<file path="config.mk">
export PLATFORM = sky130hd
export DESIGN_NAME = smul_array
export DESIGN_NICKNAME = d
export VERILOG_FILES = /design/src/rtl/smul_pkg.sv /design/src/rtl/smul_fa.sv /design/src/rtl/smul_ha.sv /design/src/rtl/smul_pp_row.sv /design/src/rtl/smul_row_add.sv /design/src/rtl/smul_array.sv
export SDC_FILE = /design/constraint.sdc
export NUM_CORES = 1
export LEC_CHECK = 0
export BUFFER_PORTS_ARGS = -buffer_cell sky130_fd_sc_hd__buf_2
export CAP_MARGIN = 20
export CORE_AREA = 4 4 41 43
export DETAILED_ROUTE_END_ITERATION = 6
export DIE_AREA = 0 0 45 47
export PLACE_DENSITY = 0.57
export SKIP_LAST_GASP = 1
export SLEW_MARGIN = 20
export SYNTH_ARGS = -nofsm -noshare
export SYNTH_HDL_FRONTEND = slang
export SYNTH_SLANG_ARGS = --single-unit
</file>
<file path="constraint.sdc">
create_clock -name vclk -period 5.95
set_input_delay 1.4875 -clock vclk [all_inputs]
set_output_delay 1.4875 -clock vclk [all_outputs]
set_load 0.005 [all_outputs]
</file>
<file path="src/rtl/smul_pkg.sv">
// Package: constants shared by the signed array multiplier.
// Assumes 2 <= N <= 32 so that every constant fits in 64 bits.
package smul_pkg;

    // Correction ones injected at column n and column 2n-1.
    function automatic logic [63:0] corr_init(input int n);
        return (64'd1 << n) | (64'd1 << (2 * n - 1));
    endfunction

    // Running-sum value after k rows when both operands are zero:
    // each non-last row contributes its inverted sign-column term.
    function automatic logic [63:0] zero_prefix(input int n, input int k);
        logic [63:0] r;
        r = corr_init(n);
        for (int j = 0; j < k; j++) begin
            r = r + (64'd1 << (n - 1 + j));
        end
        return r;
    endfunction

endpackage

</file>
<file path="src/rtl/smul_fa.sv">
// Full adder cell: one bit of an adder row with carry in and carry out.
// Assumes nothing beyond single-bit inputs.
module smul_fa (
    input  logic x,
    input  logic y,
    input  logic ci,
    output logic s,
    output logic co
);
    // Sum and majority carry.
    always_comb begin
        s  = x ^ y ^ ci;
        co = (x & y) | (ci & (x ^ y));
    end
endmodule

</file>
<file path="src/rtl/smul_ha.sv">
// Half adder cell: used where an adder row has no partial-product bit.
// Assumes nothing beyond single-bit inputs.
module smul_ha (
    input  logic x,
    input  logic ci,
    output logic s,
    output logic co
);
    // Sum and carry of two bits.
    always_comb begin
        s  = x ^ ci;
        co = x & ci;
    end
endmodule

</file>
<file path="src/rtl/smul_pp_row.sv">
// Partial-product row J: the AND of every multiplicand bit with multiplier bit J.
// Terms that pair exactly one sign bit with a non-sign bit are inverted;
// the sign-by-sign term is kept as is. Assumes 0 <= J < N.
module smul_pp_row #(
    parameter int N = 4,
    parameter int J = 0
) (
    input  logic [N-1:0] mcand,
    input  logic         mbit,
    output logic [N-1:0] row
);
    localparam bit LAST_ROW = (J == N - 1);

    for (genvar i = 0; i < N; i++) begin : g_term
        localparam bit FLIP = LAST_ROW ? (i != N - 1) : (i == N - 1);
        if (FLIP) begin : g_inv
            // Sign-weighted term, complemented.
            assign row[i] = ~(mcand[i] & mbit);
        end else begin : g_plain
            // Ordinary term.
            assign row[i] = mcand[i] & mbit;
        end
    end
endmodule

</file>
<file path="src/rtl/smul_row_add.sv">
// One adder row: adds an N-bit partial-product row, shifted left by J,
// into a W-bit running sum. Bits below J pass through; columns covered
// by the row use full adders, the columns above use half adders, and
// the top column keeps only its sum, so the carry out of bit W-1 is lost.
// Assumes J + N < W.
module smul_row_add #(
    parameter int N = 4,
    parameter int W = 8,
    parameter int J = 0
) (
    input  logic [W-1:0] acc_in,
    input  logic [N-1:0] row,
    output logic [W-1:0] acc_out
);
    logic [W-1:J] carry;

    assign carry[J] = 1'b0;

    for (genvar i = 0; i < W; i++) begin : g_col
        if (i < J) begin : g_pass
            // Column below this row: unchanged.
            assign acc_out[i] = acc_in[i];
        end else if (i == W - 1) begin : g_top
            // Top column: the carry out is discarded.
            assign acc_out[i] = acc_in[i] ^ carry[i];
        end else if (i - J < N) begin : g_full
            smul_fa u_fa (
                .x  (acc_in[i]),
                .y  (row[i-J]),
                .ci (carry[i]),
                .s  (acc_out[i]),
                .co (carry[i+1])
            );
        end else begin : g_half
            smul_ha u_ha (
                .x  (acc_in[i]),
                .ci (carry[i]),
                .s  (acc_out[i]),
                .co (carry[i+1])
            );
        end
    end
endmodule

</file>
<file path="src/rtl/smul_array.sv">
// Signed N x N array multiplier with a 2N-bit two's-complement product.
// The rows are summed in sequence starting from the correction constant.
// STAGE_AT = 0 gives a combinational path; STAGE_AT = k (1..N-1) registers
// the running sum after k rows, together with the operand bits that the
// later rows need. Synchronous active-low reset. Assumes 2 <= N <= 32.
module smul_array
    import smul_pkg::*;
#(
    parameter int N        = 4,
    parameter int STAGE_AT = 0
) (
    input  logic           clk,
    input  logic           rst_n,
    input  logic [N-1:0]   a,
    input  logic [N-1:0]   b,
    output logic [2*N-1:0] p
);
    localparam int W  = 2 * N;
    localparam int K  = STAGE_AT;
    localparam int HB = N - K;
    localparam logic [63:0]  INIT64 = corr_init(N);
    localparam logic [63:0]  RST64  = zero_prefix(N, K);
    localparam logic [W-1:0] INIT   = INIT64[W-1:0];
    localparam logic [W-1:0] RST_ACC = RST64[W-1:0];

    logic [W-1:0]  acc_in  [N];
    logic [W-1:0]  acc_out [N];
    logic [W-1:0]  acc_mid;
    logic [N-1:0]  a_late;
    logic [HB-1:0] b_late;

    if (K == 0) begin : g_comb
        assign acc_mid = INIT;
        assign a_late  = a;
        assign b_late  = b;
    end else begin : g_stage
        // Row register stage: holds the running sum and the operands for the later rows.
        always_ff @(posedge clk) begin
            if (!rst_n) begin
                acc_mid <= RST_ACC;
                a_late  <= '0;
                b_late  <= '0;
            end else begin
                acc_mid <= acc_out[K-1];
                a_late  <= a;
                b_late  <= b[N-1:K];
            end
        end
    end

    for (genvar j = 0; j < N; j++) begin : g_row
        logic [N-1:0] mcand;
        logic         mbit;
        logic [N-1:0] row_bits;

        if (j < K) begin : g_early
            assign mcand = a;
            assign mbit  = b[j];
        end else begin : g_late
            assign mcand = a_late;
            assign mbit  = b_late[j-K];
        end

        if (j == K) begin : g_from_mid
            assign acc_in[j] = acc_mid;
        end else if (j == 0) begin : g_from_init
            assign acc_in[j] = INIT;
        end else begin : g_from_prev
            assign acc_in[j] = acc_out[j-1];
        end

        smul_pp_row #(.N(N), .J(j)) u_pp (
            .mcand (mcand),
            .mbit  (mbit),
            .row   (row_bits)
        );

        smul_row_add #(.N(N), .W(W), .J(j)) u_add (
            .acc_in  (acc_in[j]),
            .row     (row_bits),
            .acc_out (acc_out[j])
        );
    end

    assign p = acc_out[N-1];

    // Reference product for the checks: sign-extended operands, low W bits.
    logic signed [W-1:0] a_ext;
    logic signed [W-1:0] b_ext;
    logic signed [W-1:0] ref_now;
    assign a_ext   = {{N{a[N-1]}}, a};
    assign b_ext   = {{N{b[N-1]}}, b};
    assign ref_now = a_ext * b_ext;

    if (K == 0) begin : g_chk_comb

        product_chk: assert property (@(posedge clk) disable iff (!rst_n)
            p == ref_now);

        zero_chk: assert property (@(posedge clk) disable iff (!rst_n)
            (a == '0 || b == '0) |-> p == '0);

        sign_chk: assert property (@(posedge clk) disable iff (!rst_n)
            (a != '0 && b != '0) |-> p[W-1] == (a[N-1] ^ b[N-1]));
    end else begin : g_chk_stage
        logic primed;
        // Marks that the stage has taken operands at least once since reset.
        always_ff @(posedge clk) begin
            if (!rst_n) primed <= 1'b0;
            else        primed <= 1'b1;
        end

        product_chk: assert property (@(posedge clk) disable iff (!rst_n)
            primed |-> p == $past(ref_now));

        reset_zero_chk: assert property (@(posedge clk) disable iff (!rst_n)
            $past(!rst_n) |-> p == '0);

        zero_chk: assert property (@(posedge clk) disable iff (!rst_n)
            (primed && ($past(a) == '0 || $past(b) == '0)) |-> p == '0);

        sign_chk: assert property (@(posedge clk) disable iff (!rst_n)
            (primed && $past(a) != '0 && $past(b) != '0)
                |-> p[W-1] == ($past(a[N-1]) ^ $past(b[N-1])));
    end
endmodule

</file>
# Word level (Yosys, flattened, before mapping)
# Cells that the tools add are included.
[totals]
out_inout_bits = 8
ff_bits = 0
elab_cells = 72
[classes]
bitwise_logic = 72
[ops]
columns = ["op", "count"]
rows = [
  ["1-bit AND", 36],
  ["1-bit bitwise XOR", 20],
  ["1-bit bitwise OR", 9],
  ["1-bit inverter", 7],
]

# Longest topological paths before layout
# Gate-level depths: netlist of the first run.
[depth]
ltp_word = 17
depth_mapped = 16
ltp_nobuf = 15

# By module
# From an unflattened synthesis of the first run, not the netlist that was laid out.
[hier_totals]
cells_unflattened = 54
hier_area_um2 = 583.1
[modules_own_cells]
columns = ["module", "n_inst", "cells_per_inst", "area_per_inst_um2"]
rows = [
  ["smul_fa", 16, 1, 20.0],
  ["smul_ha", 6, 1, 12.5],
  ["smul_pp_row (g_row[0].u_pp ...)", 3, 4, 22.5],
  ["smul_row_add (g_row[3].u_add)", 1, 5, 35.0],
  ["smul_row_add (g_row[2].u_add)", 1, 4, 27.5],
  ["smul_row_add (g_row[1].u_add)", 1, 3, 20.0],
  ["smul_pp_row (g_row[3].u_pp)", 1, 4, 17.5],
  ["smul_row_add (g_row[0].u_add)", 1, 2, 12.5],
  ["smul_array", 1, 2, 7.5],
]

# Worst setup path before layout of the first run
# No wires, ideal clock.
[synth_timing]
kind = "input to output"
startpoint = "input b[0]"
endpoint = "output p[6]"
path_slack_ns = -0.236
path_buffers = 1
arrival_time_ns = 4.698
path_stages = 16
cell_sequence = "and2_1 ha_1 inv_1 fa_1 inv_1 fa_1 inv_1 fa_1 fa_1 inv_1 fa_1 inv_1 fa_1 fa_1 inv_1 buf_4"
[synth_via]
elab_chain_cells = 15
word_cells_on_any_way = 45
cone_classes = "45 x bitwise"
[synth_lines]
columns = ["item", "line_no", "source"]
rows = [
  ["start: declaration", "smul_array.sv:15", "input logic [N-1:0] b,"],
  ["1-bit AND", "smul_pp_row.sv:21", "assign row[i] = mcand[i] & mbit;"],
  ["1-bit AND / 1-bit bitwise XOR (equally long branches)", "smul_fa.sv:13, smul_fa.sv:12", ""],
  ["1-bit AND", "smul_fa.sv:13", "co = (x & y) | (ci & (x ^ y));"],
  ["1-bit bitwise OR", "smul_fa.sv:13", ""],
  ["1-bit AND / 1-bit bitwise XOR (equally long branches)", "smul_fa.sv:13, smul_fa.sv:12", ""],
  ["1-bit bitwise OR / 1-bit bitwise XOR (equally long branches)", "smul_fa.sv:13, smul_fa.sv:12", ""],
  ["1-bit bitwise XOR / 1-bit AND (equally long branches)", "smul_fa.sv:12, smul_fa.sv:13", ""],
  ["1-bit bitwise XOR / 1-bit bitwise OR (equally long branches)", "smul_fa.sv:12, smul_fa.sv:13", ""],
  ["1-bit bitwise XOR / 1-bit AND (equally long branches)", "smul_fa.sv:12, smul_fa.sv:13", ""],
  ["1-bit bitwise XOR / 1-bit bitwise OR (equally long branches)", "smul_fa.sv:13", ""],
  ["1-bit AND / 1-bit bitwise XOR (equally long branches)", "smul_fa.sv:13, smul_fa.sv:12", ""],
  ["1-bit bitwise OR / 1-bit bitwise XOR (equally long branches)", "smul_fa.sv:13", ""],
  ["1-bit AND", "smul_fa.sv:13", ""],
  ["1-bit bitwise OR", "smul_fa.sv:13", ""],
  ["1-bit bitwise XOR (*)", "smul_fa.sv:12", "s = x ^ y ^ ci;"],
  ["end: declaration", "smul_array.sv:16", "output logic [2*N-1:0] p"],
]
# Every way passes the cells marked *; elsewhere a longest branch is shown, timed or not.

# Final worst setup path of the first run
# Ends and elaborated chain as after synthesis.

==> flow_metrics.py, run 1 <==
metrics = {
    "setup_path": {
        "crit_chain": "buf_6, and2_4, ha_4, inv_2, fa_2, inv_2, fa_1, inv_1, fa_2, fa_1, inv_2, fa_2, inv_2, fa_2, fa_2, inv_1, buf_2",
        "end_kind": "primary output",
        "worstPathArrival_ps": 4770,
        "crit_top_cell": "fa_2",
        "worstPathMaxFanout": 2,
        "critPathKind": "in -> out",
        "cp.required_ps": 4460,
        "crit_slowest_cell": "fa_2",
        "start_kind": "primary input",
        "max_stage_delay_ps": 520,
    },
    "sta": {
        "fmax_ghz": 0.1598,
        "setup_ws_ps": -306.5,
        "worst_pin_slew_ps": 90.65,
        "hold_slack_ps": 3358,
        "period_share_pct": 105.2,
        "final-setup-viol-count": 3,
        "slew_viol_final": 0,
        "relSlewSlack_pct": 93.94,
        "post-route-min-period_ps": 6257,
        "hold_viol_final": 0,
        "tns_ps": -487.5,
        "grt_setup_unrepaired": "yes",
    },
    "grt": {
        "grt_usage_pct": 6.295,
        "antenna_found_initial": 0,
        "grt_start_max_net_pins": 5,
        "overflow": 0,
        "grt_pass1_wl_um": 1041,
        "grt_pass1_vias": 267,
    },
    "drt": {
        "drc": 0,
        "vias_per_cell": 3.810,
        "wl_per_cell_um": 7.987,
        "first_pass_iters": 1,
        "vias": 301,
        "drt_iter0_markers": 0,
        "ant_nets": 0,
        "wirelength_um": 631,
    },
    "synthesis": {
        "avgSynthCellArea_sq_um": 7.933,
        "yosysWarnings": 0,
        "syn_nets": 72,
        "syn-cell-area_sq_um": 396.6,
        "seq_area_frac_synth_pct": 0,
        "synth_cell_types": 6,
        "synthCells": 50,
    },
    "placement": {
        "dp_hpwl_um": 598.8,
        "preCtsSetupSlack_ps": -367.8,
        "place_inst": 79,
        "portBuffers": 16,
        "routabilityCongestion": 0.7023,
        "place_area_sq_um": 490.5,
    },
    "power_and_ir_drop": {
        "leakagePower_nw": 0.2897,
        "clockPowerShare_pct": 0,
        "powerDensity_mw_per_mm2": 131.3,
        "total_power_mw": 0.06950,
        "internal_power_mw": 0.03738,
        "seqPwrFrac_pct": 0,
        "switching_share_pct": 46.21,
        "comb_power_share_pct": 100.0,
        "netSwitchingPower_mw": 0.03211,
        "ir_worst_vdd_mv": 0.06064,
    },
    "die": {
        "die_h_um": 47,
        "die_w_um": 45,
        "dieArea_sq_mm": 0.002115,
        "placementRows": 13,
        "start_util_pct": 30.48,
        "ios": 18,
        "core_area_sq_mm": 0.001301,
    },
    "clock_network": {
        "hold_buffers": 0,
    },
    "finish": {
        "clock_buffers": 0,
        "layout_common_cells": "buf_2 (13), inv_1 (10), nand2_1 (9)",
        "syn_to_final_growth_pct": 33.44,
        "stdcell_count": 79,
        "diodes": 0,
        "utilization_pct": 40.67,
        "seqCellArea_sq_um": 0,
        "n_sequential_cell": 0,
        "layout_commonest_cell": "buf_2",
        "drive_gt1_share_pct": 53.13,
        "layout.nets": 88,
        "fin_area_sq_um": 529.3,
    },
    "run_status": {
        "violations": "setup timing",
        "run_status": "finished with violations",
    },
    "flow_run": {
        "max-cap-violations": 0,
    },
    "worst_hold_path": {
        "hold_class": "in -> out",
    },
}
[power groups by stage]
stage | sequential (mW) | clock, mW | combinational (mW)
global route | 0 | 0 | 0.0802
floorplan | 0 | 0 | 0.0538
finish | 0 | 0 | 0.0695
detailed placement | 0 | 0 | 0.0604
CTS | 0 | 0 | 0.0652
global placement | 0 | 0 | 0.0604
[critical path, delay by kind of cell]
kind	cells	cell delay, ps
buf+inv	8	470
fa+ha+maj	8	2650
simple gates	1	150
[layer usage]
| metal | wire length [um] | share of wire (%) | vias up | global-route usage [%] |
|---|---|---|---|---|
| li1 | - | - | 161 | - |
| met1 | 299 | 47 | 131 | 9.324 |
| met2 | 285 | 45 | 9 | 11.02 |
| met3 | 46 | 7.3 | 0 | 0 |
| met4 | 0 | 0 | 0 | 0 |
| met5 | 0 | 0 | - | 0 |
[cell type report]
| cell class | count | area [sq um] |
|---|---|---|
| Timing Repair Buffer | 21 | 136.4 |
| Tap cell | 15 | 18.77 |
| Multi-Input combinational cell | 28 | 317.8 |
| Inverter | 15 | 56.30 |
| Fill cell | 139 | 772.0 |
[cell usage after synthesis (all sizes together)]
master | number | area share [%]
nand2 | 9 | 8.5
ha | 4 | 13
fa | 8 | 40
and2 | 7 | 11
inv | 15 | 14
buf | 7 | 13
[logic make-up after synthesis]
family | share of synthesized area (%)
buffers and inverters | 27.44
adder cells (fa/ha/maj) | 53.00
AND/OR/NAND/NOR | 19.56
[repair_timing]
action	CTS	global route
setup buffers	0	0
setup endpoints to repair	3	3
gates resized for setup	11	2
[worst paths after layout]
check	start	end	slack, ps	cells after the start
max	b[0]	p[6]	-310	17
min	b[0]	p[0]	3360	4
No activity file was read; power rests on OpenSTA's default activity.
==> inputs of run 2 (changes only) <==
--- a/config.mk
+++ b/config.mk
@@ -7,9 +7,9 @@
 export LEC_CHECK = 0
 export BUFFER_PORTS_ARGS = -buffer_cell sky130_fd_sc_hd__buf_2
 export CAP_MARGIN = 20
-export CORE_AREA = 4 4 41 43
+export CORE_AREA = 2 2 39 41
 export DETAILED_ROUTE_END_ITERATION = 6
-export DIE_AREA = 0 0 45 47
+export DIE_AREA = 0 0 41 43
 export PLACE_DENSITY = 0.57
 export SKIP_LAST_GASP = 1
 export SLEW_MARGIN = 20
==> run 2 against run 1 <==
The run still ends with setup timing left. Maximum frequency grew 0.19%. Worst setup slack improved by 12 ps. Routed wire length shrank 2.9%. Sequential share of layout area is the same. First-iteration DRC count unchanged. Combinational power decreased by 6.5%. Via count up 6.6%. Hold slack worse by 15 ps. Sequential cell count unchanged. Critical path depth unchanged. Critical path type unchanged. Largest power group unchanged.
==> flow_metrics.py, run 2 (synthesized netlist as in run 1, its figures left out) <==
metrics = {
    "grt": {
        "grt_pass1_vias": 272,
        "antenna_found_initial": 0,
        "grt_pass1_wl_um": 966,
        "grt_usage_pct": 7.396,
        "overflow": 0,
        "grt_start_max_net_pins": 5,
    },
    "sta": {
        "relSlewSlack_pct": 93.57,
        "grt_setup_unrepaired": "yes",
        "final-setup-viol-count": 3,
        "worst_pin_slew_ps": 96.51,
        "period_share_pct": 104.9,
        "slew_viol_final": 0,
        "fmax_ghz": 0.1601,
        "post-route-min-period_ps": 6244,
        "hold_viol_final": 0,
        "setup_ws_ps": -294.4,
    },
    "drt": {
        "ant_nets": 0,
        "wirelength_um": 613,
        "vias_per_cell": 4.063,
        "first_pass_iters": 1,
        "drc": 0,
        "wl_per_cell_um": 7.759,
        "vias": 321,
        "drt_iter0_markers": 0,
    },
    "die": {
        "placementRows": 14,
        "ios": 18,
        "die_h_um": 43,
        "core_area_sq_mm": 0.001384,
        "start_util_pct": 28.66,
        "dieArea_sq_mm": 0.001763,
        "die_w_um": 41,
    },
    "setup_path": {
        "worstPathArrival_ps": 4760,
        "start_kind": "primary input",
        "endpoint": "p[6]",
        "startpoint": "b[0]",
        "max_stage_delay_ps": 520,
        "crit_slowest_cell": "fa_2",
        "end_kind": "primary output",
        "critPathKind": "in -> out",
        "crit_chain": "buf_6, and2_4, ha_4, inv_2, fa_2, inv_2, fa_1, inv_2, fa_2, fa_1, inv_2, fa_2, inv_2, fa_2, fa_2, inv_1, buf_2",
        "worstPathMaxFanout": 2,
        "cp.required_ps": 4460,
    },
    "placement": {
        "dp_hpwl_um": 578.4,
        "portBuffers": 16,
        "preCtsSetupSlack_ps": -362.8,
        "place_inst": 78,
        "routabilityCongestion": 0.7216,
    },
    "run_status": {
        "run_status": "finished with violations",
        "violations": "setup timing",
    },
    "finish": {
        "diodes": 0,
        "clock_buffers": 0,
        "stdcell_count": 79,
        "layout.nets": 87,
        "layout_common_cells": "buf_2 (12), nand2_1 (9), inv_1 (8), inv_2 (7)",
        "layout_commonest_cell": "buf_2",
        "seqCellArea_sq_um": 0,
        "syn_to_final_growth_pct": 37.54,
        "drive_gt1_share_pct": 57.14,
        "n_sequential_cell": 0,
    },
    "clock_network": {
        "hold_buffers": 0,
    },
    "flow_run": {
        "max-cap-violations": 0,
    },
    "power_and_ir_drop": {
        "ir_worst_vdd_mv": 0.04803,
        "total_power_mw": 0.06501,
        "leakagePower_nw": 0.2860,
        "powerDensity_mw_per_mm2": 119.2,
    },
    "worst_hold_path": {
        "hold_class": "in -> out",
    },
}
[run 2: metal layers]
layer,up-vias,wire length [um],track usage [%]
met4,0,0,0
li1,158,-,-
met5,-,0,0
met1,154,253,8.278
met3,0,33,0
met2,9,326,15.00
[run 2: repair_timing]
action                     in CTS  in global routing
setup buffers                   1                  0
setup endpoints to repair       3                  3
resized for setup              18                  2
pin swaps                       0                  0
[run 2: where the power goes]
group	internal, mW	total, mW	switching, mW
sequential	0	0	0
clock	0	0	0
combinational	0.0338	0.0650	0.0312
[run 2: worst min path at each step]
stage               from  cells after the start  slack [ps]  endpoint
floorplan           a[0]                      2        3160      p[0]
global placement    b[3]                      4        3360      p[3]
detailed placement  b[3]                      4        3370      p[3]
CTS                 a[0]                      4        3350      p[0]
global route        b[0]                      4        3390      p[0]
finish              a[0]                      4        3340      p[0]
[run 2: worst max-delay path: cells and delay by family]
family | cells | cell delay [ps]
adders and majority gates | 8 | 2650
buffers and inverters | 8 | 450
and+or+nand+nor | 1 | 150
[run 2: layout make-up]
| cell class | instances | area (sq um) |
|---|---|---|
| fill | 156 | 838.3 |
| multi-input combinational | 28 | 330.3 |
| timing repair buffer | 20 | 138.9 |
| inverter | 15 | 56.30 |
| tap | 16 | 20.02 |
[run 2: per-stage QoR]
stage / util (%) / hold WS, ps / setup TNS [ps] / instance area [sq um]
floorplan: - / 3165 / -163.2 / 406.6
finish: 39.42 / 3343 / -445.2 / 545.5
detailed placement: 34.45 / 3365 / -762.0 / 476.7
CTS: 38.97 / 3352 / -475.3 / 539.3
global placement: 34.45 / 3359 / -725.0 / 476.7
global route: 39.42 / 3390 / -732.5 / 545.5
